==> src/rtl/lnkaux_pkg.sv <==
package lnkaux_pkg;
    localparam int BYTE_W    = 8;
    localparam int CRC_W     = 32;
    localparam int CRC_BYTES = CRC_W / BYTE_W;
    localparam logic [CRC_W-1:0] CRC_POLY = 32'hEDB88320;
    localparam logic [CRC_W-1:0] CRC_INIT = 32'hFFFFFFFF;
    localparam logic [CRC_W-1:0] CRC_XOUT = 32'hFFFFFFFF;

    typedef enum logic [1:0] {
        TX_PAY = 2'd0,
        TX_PAD = 2'd1,
        TX_CRC = 2'd2
    } tx_state_e;
endpackage

==> src/rtl/lnkaux_crc32_step.sv <==
module lnkaux_crc32_step
    import lnkaux_pkg::*;
#(
    parameter logic [CRC_W-1:0] POLY = CRC_POLY
) (
    input  logic [CRC_W-1:0]  crc_i,
    input  logic [BYTE_W-1:0] byte_i,
    output logic [CRC_W-1:0]  crc_o
);
    // one unrolled shift stage per input bit, least significant bit first
    logic [CRC_W-1:0] stage [BYTE_W+1];

    assign stage[0] = crc_i ^ {{(CRC_W-BYTE_W){1'b0}}, byte_i};

    generate
        for (genvar b = 0; b < BYTE_W; b++) begin : g_bit
            assign stage[b+1] = stage[b][0] ? ((stage[b] >> 1) ^ POLY)
                                            : (stage[b] >> 1);
        end
    endgenerate

    assign crc_o = stage[BYTE_W];
endmodule

==> src/rtl/lnkaux_tx_framer.sv <==
module lnkaux_tx_framer
    import lnkaux_pkg::*;
#(
    parameter int LEN_W = 16,
    parameter int ALIGN = 4
) (
    input  logic              clk,
    input  logic              rst_n,
    input  logic              in_valid,
    output logic              in_ready,
    input  logic [BYTE_W-1:0] in_data,
    input  logic              in_last,
    output logic              out_valid,
    input  logic              out_ready,
    output logic [BYTE_W-1:0] out_data,
    output logic              out_last,
    output logic              len_valid,
    output logic [LEN_W-1:0]  len
);
    localparam int ALIGN_W = $clog2(ALIGN);
    localparam logic [LEN_W-1:0] LEN_MAX = {LEN_W{1'b1}};
    localparam int IDX_W = $clog2(CRC_BYTES);

    typedef struct packed {
        tx_state_e        st;
        logic [LEN_W-1:0] cnt;
        logic [CRC_W-1:0] crc;
        logic [IDX_W-1:0] idx;
        logic             len_vld;
        logic [LEN_W-1:0] len;
    } tx_reg_t;

    tx_reg_t q, d;

    logic [CRC_W-1:0]  crc_nxt;
    logic [CRC_W-1:0]  crc_fin;
    logic [LEN_W-1:0]  cnt_inc;
    logic [LEN_W:0]    len_sum;
    logic              aligned_after;
    logic [BYTE_W-1:0] byte_sel;
    logic [BYTE_W-1:0] crc_byte;

    lnkaux_crc32_step #(.POLY(CRC_POLY)) i_crc (
        .crc_i (q.crc),
        .byte_i(byte_sel),
        .crc_o (crc_nxt)
    );

    always_comb begin
        d             = q;
        d.len_vld     = 1'b0;
        cnt_inc       = (q.cnt == LEN_MAX) ? q.cnt : q.cnt + 1'b1;
        aligned_after = (cnt_inc[ALIGN_W-1:0] == '0);
        crc_fin       = q.crc ^ CRC_XOUT;
        len_sum       = {1'b0, q.cnt} + (LEN_W+1)'(CRC_BYTES);
        case (q.idx)
            2'd0:    crc_byte = crc_fin[31:24];
            2'd1:    crc_byte = crc_fin[23:16];
            2'd2:    crc_byte = crc_fin[15:8];
            default: crc_byte = crc_fin[7:0];
        endcase

        in_ready  = 1'b0;
        out_valid = 1'b0;
        out_last  = 1'b0;
        byte_sel  = '0;

        case (q.st)
            TX_PAY: begin
                in_ready  = out_ready;
                out_valid = in_valid;
                byte_sel  = in_data;
                if (in_valid && out_ready) begin
                    d.cnt = cnt_inc;
                    d.crc = crc_nxt;
                    if (in_last) begin
                        d.st = aligned_after ? TX_CRC : TX_PAD;
                    end
                end
            end
            TX_PAD: begin
                out_valid = 1'b1;
                byte_sel  = '0;
                if (out_ready) begin
                    d.cnt = cnt_inc;
                    d.crc = crc_nxt;
                    if (aligned_after) begin
                        d.st = TX_CRC;
                    end
                end
            end
            default: begin
                out_valid = 1'b1;
                byte_sel  = crc_byte;
                out_last  = (q.idx == IDX_W'(CRC_BYTES-1));
                if (out_ready) begin
                    if (out_last) begin
                        d.st      = TX_PAY;
                        d.cnt     = '0;
                        d.crc     = CRC_INIT;
                        d.idx     = '0;
                        d.len_vld = 1'b1;
                        d.len     = len_sum[LEN_W] ? LEN_MAX : len_sum[LEN_W-1:0];
                    end else begin
                        d.idx = q.idx + 1'b1;
                    end
                end
            end
        endcase
    end

    assign out_data  = byte_sel;
    assign len_valid = q.len_vld;
    assign len       = q.len;

    always_ff @(posedge clk) begin
        if (!rst_n) begin
            q.st      <= TX_PAY;
            q.cnt     <= '0;
            q.crc     <= CRC_INIT;
            q.idx     <= '0;
            q.len_vld <= 1'b0;
            q.len     <= '0;
        end else begin
            q <= d;
        end
    end

    // every reported length is aligned and covers at least one word plus checksum
    p_len_aligned_r4: assert property (@(posedge clk) disable iff (!rst_n)
        len_valid |-> (len[ALIGN_W-1:0] == '0) && (len >= LEN_W'(ALIGN + CRC_BYTES)));

    // final checksum byte accepted -> length report on the next cycle
    p_len_follows_last_r4: assert property (@(posedge clk) disable iff (!rst_n)
        (out_valid && out_ready && out_last) |=> len_valid);

    // padding and checksum bytes hold while stalled
    p_hold_stalled_r5: assert property (@(posedge clk) disable iff (!rst_n)
        (out_valid && !out_ready && q.st != TX_PAY) |=> (out_valid && $stable(out_data)));

    // last is marked only on a byte that is actually offered
    p_last_valid_r3: assert property (@(posedge clk) disable iff (!rst_n)
        out_last |-> out_valid);
endmodule

==> src/rtl/lnkaux_rx_checker.sv <==
module lnkaux_rx_checker
    import lnkaux_pkg::*;
#(
    parameter int LEN_W     = 16,
    parameter int MIN_LEN   = 8,
    parameter int NUM_TYPES = 2
) (
    input  logic              clk,
    input  logic              rst_n,
    input  logic              in_valid,
    output logic              in_ready,
    input  logic [BYTE_W-1:0] in_data,
    input  logic              in_last,
    output logic              done,
    output logic [LEN_W-1:0]  len,
    output logic              ok,
    output logic [BYTE_W-1:0] typ,
    output logic              err_short,
    output logic              err_crc,
    output logic              err_type
);
    localparam logic [LEN_W-1:0] LEN_MAX = {LEN_W{1'b1}};

    typedef struct packed {
        logic [LEN_W-1:0]  cnt;
        logic [CRC_W-1:0]  crc;
        logic [CRC_W-1:0]  dly;
        logic [BYTE_W-1:0] first;
        logic              done;
        logic [LEN_W-1:0]  len;
        logic              ok;
        logic [BYTE_W-1:0] typ;
        logic              e_short;
        logic              e_crc;
        logic              e_type;
    } rx_reg_t;

    rx_reg_t q, d;

    logic [CRC_W-1:0]  crc_step_o;
    logic [CRC_W-1:0]  crc_upd;
    logic [CRC_W-1:0]  dly_next;
    logic [LEN_W-1:0]  cnt_inc;
    logic [BYTE_W-1:0] type_byte;
    logic              crc_match;
    logic              is_short;
    logic              known_type;

    // the byte leaving the four-byte line is the oldest one, never part of the trailer
    lnkaux_crc32_step #(.POLY(CRC_POLY)) i_crc (
        .crc_i (q.crc),
        .byte_i(q.dly[CRC_W-1 -: BYTE_W]),
        .crc_o (crc_step_o)
    );

    always_comb begin
        d          = q;
        d.done     = 1'b0;
        d.ok       = 1'b0;
        d.e_short  = 1'b0;
        d.e_crc    = 1'b0;
        d.e_type   = 1'b0;
        cnt_inc    = (q.cnt == LEN_MAX) ? q.cnt : q.cnt + 1'b1;
        crc_upd    = (q.cnt >= LEN_W'(CRC_BYTES)) ? crc_step_o : q.crc;
        dly_next   = {q.dly[CRC_W-BYTE_W-1:0], in_data};
        type_byte  = (q.cnt == '0) ? in_data : q.first;
        crc_match  = ((crc_upd ^ CRC_XOUT) == dly_next);
        is_short   = (cnt_inc < LEN_W'(MIN_LEN));
        known_type = (int'(type_byte) < NUM_TYPES);

        if (in_valid) begin
            if (in_last) begin
                d.cnt     = '0;
                d.crc     = CRC_INIT;
                d.dly     = '0;
                d.first   = '0;
                d.done    = 1'b1;
                d.len     = cnt_inc;
                d.e_short = is_short;
                d.e_crc   = !is_short && !crc_match;
                d.e_type  = !is_short && crc_match && !known_type;
                d.ok      = !is_short && crc_match && known_type;
                if (!is_short && crc_match && known_type) begin
                    d.typ = type_byte;
                end
            end else begin
                d.cnt = cnt_inc;
                d.crc = crc_upd;
                d.dly = dly_next;
                if (q.cnt == '0) begin
                    d.first = in_data;
                end
            end
        end
    end

    assign in_ready  = 1'b1;
    assign done      = q.done;
    assign len       = q.len;
    assign ok        = q.ok;
    assign typ       = q.typ;
    assign err_short = q.e_short;
    assign err_crc   = q.e_crc;
    assign err_type  = q.e_type;

    always_ff @(posedge clk) begin
        if (!rst_n) begin
            q.cnt     <= '0;
            q.crc     <= CRC_INIT;
            q.dly     <= '0;
            q.first   <= '0;
            q.done    <= 1'b0;
            q.len     <= '0;
            q.ok      <= 1'b0;
            q.typ     <= '0;
            q.e_short <= 1'b0;
            q.e_crc   <= 1'b0;
            q.e_type  <= 1'b0;
        end else begin
            q <= d;
        end
    end

    // exactly one outcome with each verdict
    p_one_result_r9: assert property (@(posedge clk) disable iff (!rst_n)
        done |-> ($countones({ok, err_short, err_crc, err_type}) == 1));

    // outcomes stay low between verdicts
    p_quiet_r9: assert property (@(posedge clk) disable iff (!rst_n)
        !done |-> !(ok || err_short || err_crc || err_type));

    // last byte accepted -> verdict on the next cycle
    p_verdict_timing_r9: assert property (@(posedge clk) disable iff (!rst_n)
        (in_valid && in_ready && in_last) |=> done);

    // length alone decides the short outcome
    p_short_len_r6: assert property (@(posedge clk) disable iff (!rst_n)
        done |-> (err_short == (len < LEN_W'(MIN_LEN))));

    // an accepted frame carries a known code
    p_ok_code_r1: assert property (@(posedge clk) disable iff (!rst_n)
        ok |-> (int'(typ) < NUM_TYPES));
endmodule

==> src/rtl/lnkaux_frame_unit.sv <==
module lnkaux_frame_unit
    import lnkaux_pkg::*;
#(
    parameter int LEN_W     = 16,
    parameter int ALIGN     = 4,
    parameter int MIN_LEN   = 8,
    parameter int NUM_TYPES = 2
) (
    input  logic             clk,
    input  logic             rst_n,
    input  logic             tx_in_valid,
    output logic             tx_in_ready,
    input  logic [7:0]       tx_in_data,
    input  logic             tx_in_last,
    output logic             tx_out_valid,
    input  logic             tx_out_ready,
    output logic [7:0]       tx_out_data,
    output logic             tx_out_last,
    output logic             tx_len_valid,
    output logic [LEN_W-1:0] tx_len,
    input  logic             rx_in_valid,
    output logic             rx_in_ready,
    input  logic [7:0]       rx_in_data,
    input  logic             rx_in_last,
    output logic             rx_done,
    output logic [LEN_W-1:0] rx_len,
    output logic             rx_ok,
    output logic [7:0]       rx_type,
    output logic             rx_err_short,
    output logic             rx_err_crc,
    output logic             rx_err_type
);
    lnkaux_tx_framer #(
        .LEN_W(LEN_W),
        .ALIGN(ALIGN)
    ) i_tx (
        .clk      (clk),
        .rst_n    (rst_n),
        .in_valid (tx_in_valid),
        .in_ready (tx_in_ready),
        .in_data  (tx_in_data),
        .in_last  (tx_in_last),
        .out_valid(tx_out_valid),
        .out_ready(tx_out_ready),
        .out_data (tx_out_data),
        .out_last (tx_out_last),
        .len_valid(tx_len_valid),
        .len      (tx_len)
    );

    lnkaux_rx_checker #(
        .LEN_W    (LEN_W),
        .MIN_LEN  (MIN_LEN),
        .NUM_TYPES(NUM_TYPES)
    ) i_rx (
        .clk      (clk),
        .rst_n    (rst_n),
        .in_valid (rx_in_valid),
        .in_ready (rx_in_ready),
        .in_data  (rx_in_data),
        .in_last  (rx_in_last),
        .done     (rx_done),
        .len      (rx_len),
        .ok       (rx_ok),
        .typ      (rx_type),
        .err_short(rx_err_short),
        .err_crc  (rx_err_crc),
        .err_type (rx_err_type)
    );
endmodule

==> config.mk <==
export PLATFORM = sky130hd
export DESIGN_NAME = lnkaux_frame_unit
export DESIGN_NICKNAME = d
export VERILOG_FILES = /design/src/rtl/lnkaux_pkg.sv /design/src/rtl/lnkaux_crc32_step.sv /design/src/rtl/lnkaux_tx_framer.sv /design/src/rtl/lnkaux_rx_checker.sv /design/src/rtl/lnkaux_frame_unit.sv
export SDC_FILE = /design/constraint.sdc
export NUM_CORES = 1
export LEC_CHECK = 0
export CAP_MARGIN = 20
export CORE_MARGIN = 8
export CORE_UTILIZATION = 40
export CTS_CLUSTER_DIAMETER = 50
export DETAILED_ROUTE_END_ITERATION = 10
export DONT_BUFFER_PORTS = 1
export SLEW_MARGIN = 20
export SYNTH_ARGS = -nofsm -noshare
export SYNTH_HDL_FRONTEND = slang
export SYNTH_HIERARCHICAL = 1
export SYNTH_SLANG_ARGS = --single-unit
export TNS_END_PERCENT = 1
==> constraint.sdc <==
create_clock -name clk -period 3.35 [get_ports clk]
set_clock_uncertainty 0.15 [all_clocks]
set_input_delay 0.67 -clock clk [delete_from_list [all_inputs] [get_ports clk]]
set_output_delay 0.67 -clock clk [all_outputs]
set_load 0.005 [all_outputs]
Yosys cells after proc, flatten, opt, wreduce, memory -nomap -nowiden
Cells that the tools add are included.

Memory bits (read-only): 0. Logic and storage cells: 121. Output and inout port bits: 58. Memories: 0. Input port bits: 23. Memory bits (writable): 0. Flip-flop bits (word level): 186. Bits in latches: 0.

Multipliers: 0. Shift-type cells: 0. Reductions and logical operators: 24. Divide/modulo/power cells: 0. Bitwise operators: 23. Add/subtract/negate cells: 4. Mux-type cells: 39. Equality and inequality tests: 11. $lt $le $gt $ge: 3.

Operators by type and width (count): $mux 32 (17); $not 13->14 (16); $mux 50 (3); $pmux 50 s2 (1); $mux 88 (1); $mux 69 (1); $not 32->32 (2); $xor 32x8->32 (2); $mux 16 (3); $add 16x1->16 const B (2); $eq 16x16->1 const B (2); $eq 32x32->1 (1); $mux 29 (1); $pmux 8 s3 (1); $add 16x3->17 const B (1); $mux 17 (1); $ge 16x3->1 const B (1); $logic_not 16->1 (1); $lt 16x4->1 const B (1); $mux 8 (2); $pmux 8 s2 (1); $reduce_and 3->1 (3); $lt 8x2->1 const B (1); $mux 2 (4); other kinds (17) (35).

Longest topological paths before layout
Gate-level depths: netlist of run 1.

Depth in word-level cells: 24. Gate-level depth with buffers: 12. Depth with buffers taken out: 12.

Hierarchy
The synthesis of run 1 kept the hierarchy.

By module, submodules not included: lnkaux_rx_checker (cells an instance 704, times used 1, area each 5669.2 um^2); lnkaux_tx_framer (cells an instance 423, times used 1, area each 3532.1 um^2); lnkaux_crc32_step (cells an instance 64, times used 2, area each 998.5 um^2).

Least setup slack after synthesis of run 1
No wires, ideal clock.

Kind: register -> register. Start: register i_tx/q[17] (netlist bit). End: register i_tx/q[41] (netlist bit). Path buffers: 0. Setup slack: 0.275 ns. Data required time: 3.094 ns. Clock period less this slack: 3.075 ns. Data arrival time: 2.819 ns. Stages on the path, launching flop included: 12. Setup time: 0.106 ns. Cells stage by stage: dfxtp_1 inv_1 ha_1 inv_1 o22ai_1 o311ai_0 nand2_1 xnor2_4 xnor3_2 xnor3_1 inv_1 o311ai_0.

Elaborated cells between the ends (all ways): 25. Classes of those cells: 3 x eq/ne; 13 x mux; 6 x bitwise; 3 x reduce/logical.

RTL lines: start: declaration (RTL line lnkaux_tx_framer.sv:33) `tx_reg_t q, d;`; $eq 2x2->1 (tied with other cells) (RTL line lnkaux_tx_framer.sv:56) `case (q.idx)`; $pmux 8 s3 (*) (RTL line lnkaux_tx_framer.sv:56); $pmux 8 s2 (*) (RTL line lnkaux_tx_framer.sv:68) `case (q.st)`; named net tx_out_data[5] (RTL line lnkaux_frame_unit.sv:17) `output logic [7:0] tx_out_data,`; $xor 32x8->32 (*) (RTL line lnkaux_crc32_step.sv:13) `assign stage[0] = crc_i ^ {{(CRC_W-BYTE_W){1'b0}}, byte_i};`; $mux 32 (*) (6 in series) (RTL line lnkaux_crc32_step.sv:17) `assign stage[b+1] = stage[b][0] ? ((stage[b] >> 1) ^ POLY)`; $not 13->14 (no line); $mux 32 (*) (2 in series) (RTL line lnkaux_crc32_step.sv:17); named net i_tx.crc_nxt[22] (RTL line lnkaux_tx_framer.sv:35) `logic [CRC_W-1:0] crc_nxt;`; $mux 50, on equally long branches (RTL line lnkaux_tx_framer.sv:84, lnkaux_tx_framer.sv:73); $pmux 50 s2 (*) (RTL line lnkaux_tx_framer.sv:68).

Mark *: on every way through the listed nets, which the timed path passes. The rest lies on a longest branch. The select of a mux whose other input is x is not followed. A chain may end at the register's enable or synchronous reset.

Worst setup path after layout of run 1
Start: register i_rx/q[70] (netlist bit). End: register, netlist name i_rx/typ[7].

Longest elaborated chain between the ends: 19. Elaborated cells between the ends (all ways): 21. Classes of those cells: 1 x eq/ne; 9 x mux; 8 x bitwise; 3 x reduce/logical.

Ends and longest elaborated chain: start: declaration (RTL line lnkaux_rx_checker.sv:38) `rx_reg_t q, d;`; $xor 32x8->32 (*) (RTL line lnkaux_crc32_step.sv:13); $mux 32 (*) (2 in series) (RTL line lnkaux_crc32_step.sv:17); $not 13->14 (no line); $mux 32 (*) (2 in series) (RTL line lnkaux_crc32_step.sv:17); $not 13->14 (no line); $mux 32 (*) (RTL line lnkaux_crc32_step.sv:17); $not 13->14 (no line); $mux 32 (*) (2 in series) (RTL line lnkaux_crc32_step.sv:17); $not 13->14 (no line); $mux 32 (*) (RTL line lnkaux_crc32_step.sv:17); named net i_rx.crc_step_o[24] (RTL line lnkaux_rx_checker.sv:40) `logic [CRC_W-1:0] crc_step_o;`; $mux 32 (*) (RTL line lnkaux_rx_checker.sv:64) `crc_upd = (q.cnt >= LEN_W'(CRC_BYTES)) ? crc_step_o : q.crc;`; $not 32->32 (no line) (*); $eq 32x32->1 (*) (RTL line lnkaux_rx_checker.sv:67) `crc_match = ((crc_upd ^ CRC_XOUT) == dly_next);`; $logic_and 1x1->1 (*) (2 in series) (RTL line lnkaux_rx_checker.sv:83) `if (!is_short && crc_match && known_type) begin`; $reduce_and 3->1 (no line) (*).

Mark *: on every way through the listed nets, which the timed path passes. The rest lies on a longest branch.

==> results of run 1 <==
[cell type report]
class | count | area (um^2) | area share
multi-input combinational | 899 | 6720 | 0.548
sequential | 186 | 3730 | 0.304
timing repair buffer | 65 | 538 | 0.0439
tap | 378 | 473 | 0.0386
clock buffer | 19 | 453 | 0.0369
inverter | 53 | 199 | 0.0162
clock inverter | 13 | 158 | 0.0129
[worst max path at each step]
stage,from,end,slack [ns]
final,i_rx/q[70]$_SDFFE_PN1P_,i_rx/typ[7]$_SDFFE_PN0P_,0.16
after global routing,i_tx/q[18]$_SDFFE_PN0P_,i_tx/q[33]$_SDFFE_PN1P_,0.009
after CTS,i_tx/q[17]$_SDFFE_PN0P_,i_tx/q[38]$_SDFFE_PN1P_,0.01
after detailed placement,i_tx/q[17]$_SDFFE_PN0P_,i_tx/q[38]$_SDFFE_PN1P_,-0.05
after global placement,i_rx/q[67]$_SDFFE_PN0P_,i_rx/typ[1]$_SDFFE_PN0P_,0.02
after floorplan,i_tx/q[17]$_SDFFE_PN0P_,i_tx/q[41]$_SDFFE_PN1P_,0.27
[cells in the final DEF, fill, tap and decap left out, types with 10 or more instances in the layout]
master / count
inv_1: 50
mux2i_1: 35
xnor3_1: 23
nand4_1: 14
xor2_1: 22
nand3_1: 44
nor2_1: 130
buf_4: 61
a22oi_1: 15
o311ai_0: 35
o21ai_0: 27
nand2_1: 175
xnor2_2: 13
and3_1: 13
a211oi_1: 12
xnor2_1: 104
clkbuf_16: 17
and2_1: 13
dfxtp_1: 184
xnor2_4: 10
a21oi_1: 68
xor3_1: 16
[per-layer routing]
metal,global-route usage,vias up,wire length [um]
li1,-,4175,-
met1,0.230,4027,13400
met2,0.269,171,13000
met3,0.0334,20,1210
met4,0.0452,0,276
met5,0,-,0
[power breakdown]
| group | total [mW] | leakage (nW) | internal, mW | switching, mW |
|---|---|---|---|---|
| clock network | 2.14 | 0.291 | 1.16 | 0.977 |
| registers | 2.47 | 1.51 | 2.33 | 0.136 |
| logic | 2.29 | 3.09 | 1.31 | 0.981 |
[through the flow]
step                utilization  instance area, um^2
global route              0.443                12300
detailed placement        0.416                11500
floorplan                     -                11200
finish                    0.443                12300
global placement          0.416                11500
CTS                       0.440                12200
[what timing repair did]
action                     CTS  global route
pin swaps                    2             3
setup endpoints to repair   12            30
setup buffers                2             3
resized for setup            5            12
[state kept, by name, summed over array words and instances (netlist names)]
signal and count:
i_tx/q 52, i_rx/done 1, i_tx/len_valid 1, i_rx/len 16, i_rx/err_short 1, i_rx/q 64
i_tx/len 16, i_rx/dly_next 24, i_rx/typ 8, i_rx/ok 1, i_rx/err_type 1, i_rx/err_crc 1
[kinds of logic after synthesis]
logic type,count (synthesis),share of synthesized area
AND/OR/NAND/NOR,464,0.198
buffers and inverters,170,0.0756
multiplexers,36,0.0323
other,1,0.000335
flip-flops,186,0.333
AO/OA/AOI/OAI,193,0.118
adder cells (fa/ha/maj),8,0.00894
XOR/XNOR,197,0.235
==> impl_metrics.yaml, run 1 <==
sta:
  tightest_slew_ns: 0.852
  fmax_ghz: 0.313
  slew_violations: 0
  slew_headroom: 0.428
  setup_ws_ns: 0.155
  fin_setup_tns_ns: 0
  setup_violations: 0
  period_needed_ns: 3.19
  period_share: 0.954
  rsz0062_at_grt: "no"
  finalHoldViolCount: 0
  fin_hold_ws_ns: 0.207
cts:
  clock-root-buffer: "clkbuf_16"
  clk_path_buf_depth: 2
  cts_made_buffers: 17
  hold_buffers: 0
  clock-sinks: 186
  clock_latency_ns: 0.45
  clk_pin_slew_ns: 0.07
  h-tree-depth: 4
  cts_tree: "yes"
logic_synthesis:
  synth.net_count: 1286
  yosys-top-cells-count: "186 x dfxtp_1, 175 x nand2_1, 131 x nor2_1"
  synth-edff-count: 0
  synthCells: 1255
  yosysWarnings: 6
  synth_ff_type: "dfxtp_1"
  async_reset_ff_frac: 0
  synth_seq_area_share: 0.333
  yosysUniqueCellTypes: 71
  synth_top_area_cell: "dfxtp_1"
  syn_area_per_cell_um2: 8.92
  ys_top_cells_by_area: "dfxtp_1 33%, xnor2_1 8.2%, nand2_1 5.9%, xnor3_1 4.8%, nor2_1 4.4%"
  syn_area_mm2: 0.0112
  ys_seq_elements: 186
  yosysMostFrequentCell: "dfxtp_1"
  synth_top_area_share: 0.333
setup_path:
  cp_data_arrival_time_ns: 3.39
  cp-end-kind: "flip-flop"
  crit_chain: "xor2_4 -> buf_4 -> xnor3_1 -> xnor3_1 -> mux2i_1 -> xnor2_1 -> nand4_1 -> nor4_4 -> buf_4 -> a41oi_4 -> and2_1"
  r2r_end: "i_rx/typ[7]$_SDFFE_PN0P_"
  crit_fanout: 7
  worst_r2r_path_depth: 11
  crit_slowest_cell: "dfxtp_2"
  r2r_slack_ns: 0.16
  path_buf_inv: 2
  worstReg2RegStart: "i_rx/q[70]$_SDFFE_PN1P_"
  path_depth: 11
  cp_top_family: "XOR/XNOR gates"
  start_kind: "flip-flop"
  worstPathRequired_ns: 3.54
  critPathKind: "flip-flop to flip-flop"
  crit_path_max_incr_delay_ns: 0.40
floorplanning:
  die_h_um: 183
  rows: 61
  start_util: 0.404
  die_x_um: 183
  floorplan.io_pins: 81
  core_mm2: 0.0277
  die_area_mm2: 0.0336
min_path:
  min_to: "i_tx/len[9]$_SDFFE_PN0P_"
  worstHoldStart: "rst_n"
  hold_class: "primary input to flip-flop"
  holdPathStages: 2
global_route:
  grt_max_degree: 54
  grt_pass1_vias: 8054
  grt_overflow: 0
  grt_pass1_wl_um: 45500
  antenna_found_initial: 0
  grt_usage: 0.169
finish:
  synthToLayoutAreaGrowth_pct: 9.52
  nets: 1253
  instances_no_fill: 1613
  num_antenna_cells: 0
  fillers: 2710
  drive_above_1_share: 0.135
placement:
  globalplace.congestion: 0.867
  dp.cells: 1576
  dp_slack_ns: -0.0538
  io_buffer_count: 0
  hpwl_um: 19500
detailed_routing:
  viasPerCell: 5.20
  drt_pre_antenna_iters: 5
  vias: 8393
  drc_errors: 0
  wl_per_cell_um: 17.3
  ant_nets: 0
  routed_wl_um: 27900
  drt_iter0_drc: 622
power_and_ir_drop:
  p_total_mw: 6.90
  leakage_nw: 4.89
  ir_drop_uv: 418
  power_density_mw_per_mm2: 563
status:
  status: "completed"
flow_run:
  cap_violations: 0
No activity file was read; power rests on OpenSTA's default activity.
==> run 2: changes to the inputs <==
- CORE_ASPECT_RATIO: unset -> 1.75
==> impl_metrics.yaml, run 2 (synthesized netlist as in run 1, its figures left out) <==
placement:
  hpwl_um: 22300
  io_buffer_count: 0
  dp_slack_ns: -0.00810
  globalplace.congestion: 0.843
finish:
  num_antenna_cells: 0
  nets: 1275
  synthToLayoutAreaGrowth_pct: 10.5
  drive_above_1_share: 0.151
  finalCoreUtilization: 0.445
  largest_register_ffs: 64
  largest_register: "i_rx/q"
  final_cell_mix: "182 x dfxtp_1, 175 x nand2_1, 130 x nor2_1"
  final_common_cell: "dfxtp_1"
cts:
  clk_path_buf_depth: 2
  cts_made_buffers: 17
  clock-sinks: 186
  clock-root-buffer: "clkbuf_16"
  clock_latency_ns: 0.45
  cts_tree: "yes"
  clk_pin_slew_ns: 0.07
  h-tree-depth: 4
  hold_buffers: 0
power_and_ir_drop:
  pwr-share-clk: 0.292
  leakage_nw: 4.97
  p_sw_mw: 2.09
  power_density_mw_per_mm2: 561
  ir_drop_uv: 391
  combPwrFrac: 0.351
  p_sw_frac: 0.301
  p_int_mw: 4.85
  seqPwrFrac: 0.357
sta:
  slew_headroom: 0.481
  setup_ws_ns: 0.101
  fmax_ghz: 0.308
  period_share: 0.970
  fin_setup_tns_ns: 0
  finalHoldViolCount: 0
  slew_violations: 0
  tightest_slew_ns: 0.776
  rsz0062_at_grt: "yes"
  period_needed_ns: 3.25
  setup_violations: 0
setup_path:
  worst_r2r_path_depth: 13
  crit_path_max_incr_delay_ns: 0.36
  worstReg2RegStart: "i_rx/q[70]$_SDFFE_PN1P_"
  crit_slowest_cell: "dfxtp_2"
  cp-end-kind: "flip-flop"
  r2r_slack_ns: 0.10
  r2r_end: "i_rx/typ[3]$_SDFFE_PN0P_"
  crit_top_cell: "buf_4"
  start_kind: "flip-flop"
  path_buf_inv: 4
  crit_chain: "xor2_4 -> buf_4 -> buf_4 -> xor2_2 -> buf_4 -> xnor2_1 -> mux2i_1 -> xnor2_1 -> nand4_1 -> nor4_4 -> buf_4 -> a41oi_2 -> and2_1"
  crit_fanout: 7
  cp_top_family: "XOR/XNOR gates"
  cp_data_arrival_time_ns: 3.44
  critPathKind: "flip-flop to flip-flop"
  worstPathRequired_ns: 3.54
detailed_routing:
  routed_wl_um: 30500
  vias: 8555
  ant_nets: 0
  wl_per_cell_um: 18.7
  drt_pre_antenna_iters: 5
  drt_iter0_drc: 497
  drc_errors: 0
  viasPerCell: 5.25
floorplanning:
  start_util: 0.403
  floorplan.io_pins: 81
  die_h_um: 237
  die_x_um: 142
  die_area_mm2: 0.0338
  core_mm2: 0.0278
  rows: 81
status:
  status: "completed"
global_route:
  grt_overflow: 0
  grt_max_degree: 66
  antenna_found_initial: 0
  grt_pass1_wl_um: 47800
  grt_pass1_vias: 8503
  grt_usage: 0.183
min_path:
  hold_class: "primary input to flip-flop"
  holdPathStages: 1
  min_to: "i_tx/len[1]$_SDFFE_PN0P_"
  worstHoldStart: "rst_n"
flow_run:
  cap_violations: 0
-- run 2: power groups by stage --
stage	clock network, mW	registers (mW)	logic (mW)
global route	2.17	2.50	2.66
global placement	0	2.53	2.33
detailed placement	0	2.53	2.37
CTS	2.09	2.48	2.40
floorplan	0	2.48	1.80
finish	2.03	2.48	2.43
-- run 2: cell type report --
class | count | area, um^2
fill | 2755 | 15400
sequential | 186 | 3730
tap | 373 | 467
timing repair buffer | 87 | 702
clock buffer | 21 | 450
multi-input combinational | 899 | 6700
clock inverter | 10 | 119
inverter | 53 | 199
-- run 2: layer usage --
metal | up-vias | wire length, um | global-route usage
met1 | 4094 | 11200 | 0.183
met5 | - | 0 | 0
met4 | 0 | 1500 | 0.100
met2 | 186 | 16800 | 0.343
li1 | 4214 | - | -
met3 | 61 | 1060 | 0.0394
-- run 2: worst max path at each step --
stage	from	end	slack, ns	depth (start not counted)
finish	i_rx/q[70]$_SDFFE_PN1P_	i_rx/typ[3]$_SDFFE_PN0P_	0.10	13
global route	i_rx/q[70]$_SDFFE_PN1P_	i_rx/typ[1]$_SDFFE_PN0P_	-0.02	13
CTS	i_tx/q[18]$_SDFFE_PN0P_	i_tx/q[41]$_SDFFE_PN1P_	0.009	10
detailed placement	i_tx/q[18]$_SDFFE_PN0P_	i_tx/q[43]$_SDFFE_PN1P_	-0.008	11
global placement	i_tx/q[18]$_SDFFE_PN0P_	i_tx/q[38]$_SDFFE_PN1P_	0.005	10
floorplan	i_tx/q[17]$_SDFFE_PN0P_	i_tx/q[41]$_SDFFE_PN1P_	0.27	11
-- run 2: worst reg2reg max path, stage by stage (launching register included) --
cell,delay [ns]
dfxtp_2,0.36
xor2_4,0.20
buf_4,0.17
buf_4,0.15
xor2_2,0.20
buf_4,0.22
xnor2_1,0.25
mux2i_1,0.13
xnor2_1,0.22
nand4_1,0.20
nor4_4,0.30
buf_4,0.19
a41oi_2,0.19
and2_1,0.22
-- run 2: metrics by stage --
step	hold slack, ns	cells	cell area, um^2	power [mW]
global route	0.195	1629	12400	7.33
CTS	0.183	1616	12200	6.98
floorplan	0.276	1255	11200	4.27
global placement	0.321	1583	11600	4.86
detailed placement	0.332	1583	11600	4.90
finish	0.217	1629	12400	6.94
-- run 2: repair_timing --
action                     in CTS  in global routing
pin swaps                       2                 10
gates resized for setup         2                 22
setup endpoints to repair       4                 27
cloned                          0                  0
buffers inserted                2                 13
==> run 3: changes to the inputs <==
==> constraint.sdc (replaced) <==
create_clock -name clk -period 3.35 [get_ports clk]
set_clock_uncertainty 0.15 [all_clocks]
set_input_delay 0.335 -clock clk [delete_from_list [all_inputs] [get_ports clk]]
set_output_delay 0.335 -clock clk [all_outputs]
set_load 0.005 [all_outputs]
==> impl_metrics.yaml, run 3 (synthesized netlist as in run 1, its figures left out) <==
detailed_routing:
  ant_nets: 0
  routed_wl_um: 31400
  vias: 8535
  drc_errors: 0
  wl_per_cell_um: 19.2
  drt_pre_antenna_iters: 5
  drt_iter0_drc: 414
  viasPerCell: 5.21
finish:
  fillers: 2777
  nets: 1282
  instances_no_fill: 1637
  finalCoreUtilization: 0.449
  final_common_cell: "dfxtp_1"
  num_antenna_cells: 0
  synthToLayoutAreaGrowth_pct: 11.2
  design_area_mm2: 0.0125
  largest_register: "i_rx/q"
  final_cell_mix: "183 x dfxtp_1, 175 x nand2_1, 130 x nor2_1"
  drive_above_1_share: 0.147
  largest_register_ffs: 64
setup_path:
  crit_chain: "xnor2_4 -> xnor3_1 -> xor3_1 -> mux2i_1 -> xnor2_1 -> nand4_1 -> nor4_2 -> buf_4 -> a41oi_4 -> and2_1"
  path_buf_inv: 1
  cp_top_family: "XOR/XNOR gates"
  r2r_slack_ns: 0.18
  path_depth: 10
  worst_r2r_path_depth: 10
  crit_fanout: 7
  start_kind: "flip-flop"
  worstPathRequired_ns: 3.54
  cp-end-kind: "flip-flop"
  critPathKind: "flip-flop to flip-flop"
  crit_path_max_incr_delay_ns: 0.51
  cp_data_arrival_time_ns: 3.36
  crit_slowest_cell: "xnor3_1"
flow_run:
  cap_violations: 0
floorplanning:
  floorplan.io_pins: 81
  core_mm2: 0.0278
  rows: 81
  start_util: 0.403
  die_area_mm2: 0.0338
  die_x_um: 142
  die_h_um: 237
sta:
  setup_violations: 0
  slew_headroom: 0.453
  rsz0062_at_grt: "yes"
  tightest_slew_ns: 0.818
  period_needed_ns: 3.17
  fin_setup_tns_ns: 0
  slew_violations: 0
  fin_hold_ws_ns: 0.0258
  finalHoldViolCount: 0
  period_share: 0.947
  fmax_ghz: 0.315
  setup_ws_ns: 0.178
power_and_ir_drop:
  leakage_nw: 4.99
  p_total_mw: 6.92
  ir_drop_uv: 421
  power_density_mw_per_mm2: 555
placement:
  dp_slack_ns: 0.00163
  dp.cells: 1587
  globalplace.congestion: 0.870
  dpl_cell_area_mm2: 0.0116
  io_buffer_count: 0
  hpwl_um: 22100
global_route:
  grt_pass1_vias: 8731
  grt_usage: 0.190
  grt_max_degree: 66
  antenna_found_initial: 0
  grt_overflow: 0
  grt_pass1_wl_um: 49500
cts:
  clock_latency_ns: 0.45
  clk_path_buf_depth: 2
  cts_tree: "yes"
  cts_made_buffers: 17
  clock-sinks: 186
  clk_pin_slew_ns: 0.07
  h-tree-depth: 4
  clock-root-buffer: "clkbuf_16"
min_path:
  holdPathStages: 2
  hold_class: "primary input to flip-flop"
status:
  status: "completed"
-- run 3: cell types whose count changed in the layout (fill, tap and decap cells not counted), sizes merged --
cell         before  now
clkbuf           21   18
inv              55   58
dlygate4sd3       0   12
clkinv            3    5
clkinvlp          3    4
bufinv            2    0
buf              87   82
-- run 3: path summary, 6_finish.rpt --
check | from | endpoint
worst max-delay path | i_rx/q[65]$_SDFFE_PN0P_ | i_rx/typ[5]$_SDFFE_PN0P_
worst min register to register | i_rx/dly_next[18]$_SDFFE_PN0P_ | i_rx/dly_next[18]$_SDFFE_PN0P_
worst min-delay path | rst_n | i_tx/q[18]$_SDFFE_PN0P_
worst max register to register | i_rx/q[65]$_SDFFE_PN0P_ | i_rx/typ[5]$_SDFFE_PN0P_
-- run 3: what timing repair did --
action                                 CTS  global route
setup buffers                            0             4
pin swaps                                1             7
hold buffers                            14             0
resized for setup                        1            23
endpoints found under the hold margin   69             0
setup endpoints to repair                1            25
-- run 3: final cells by class --
type	count	area (um^2)	share of cell area
Tap cell	373	467	0.0375
Sequential cell	186	3730	0.299
Multi-Input combinational cell	899	6700	0.538
Timing Repair Buffer	94	811	0.0651
Inverter	53	199	0.0160
Clock inverter	14	113	0.00904
Clock buffer	18	439	0.0353
-- run 3: power by group --
part	switching (mW)	internal [mW]
clock	0.950	0.983
combinational	1.07	1.44
sequential	0.139	2.33
-- run 3: worst register-to-register path: cells and delay by family, from the launching register on --
family | cells | cell delay, ns
and+or+nand+nor | 3 | 0.68
muxes | 1 | 0.18
DFF | 1 | 0.36
buffers and inverters | 1 | 0.20
AOI/OAI and AO/OA | 1 | 0.15
xor gates and xnor gates | 4 | 1.36
-- run 3: per-layer routing --
| layer | share of wire | track usage |
|---|---|---|
| met1 | 0.37 | 0.189 |
| met2 | 0.56 | 0.362 |
| met3 | 0.031 | 0.0337 |
| met4 | 0.043 | 0.101 |
| met5 | 0 | 0 |
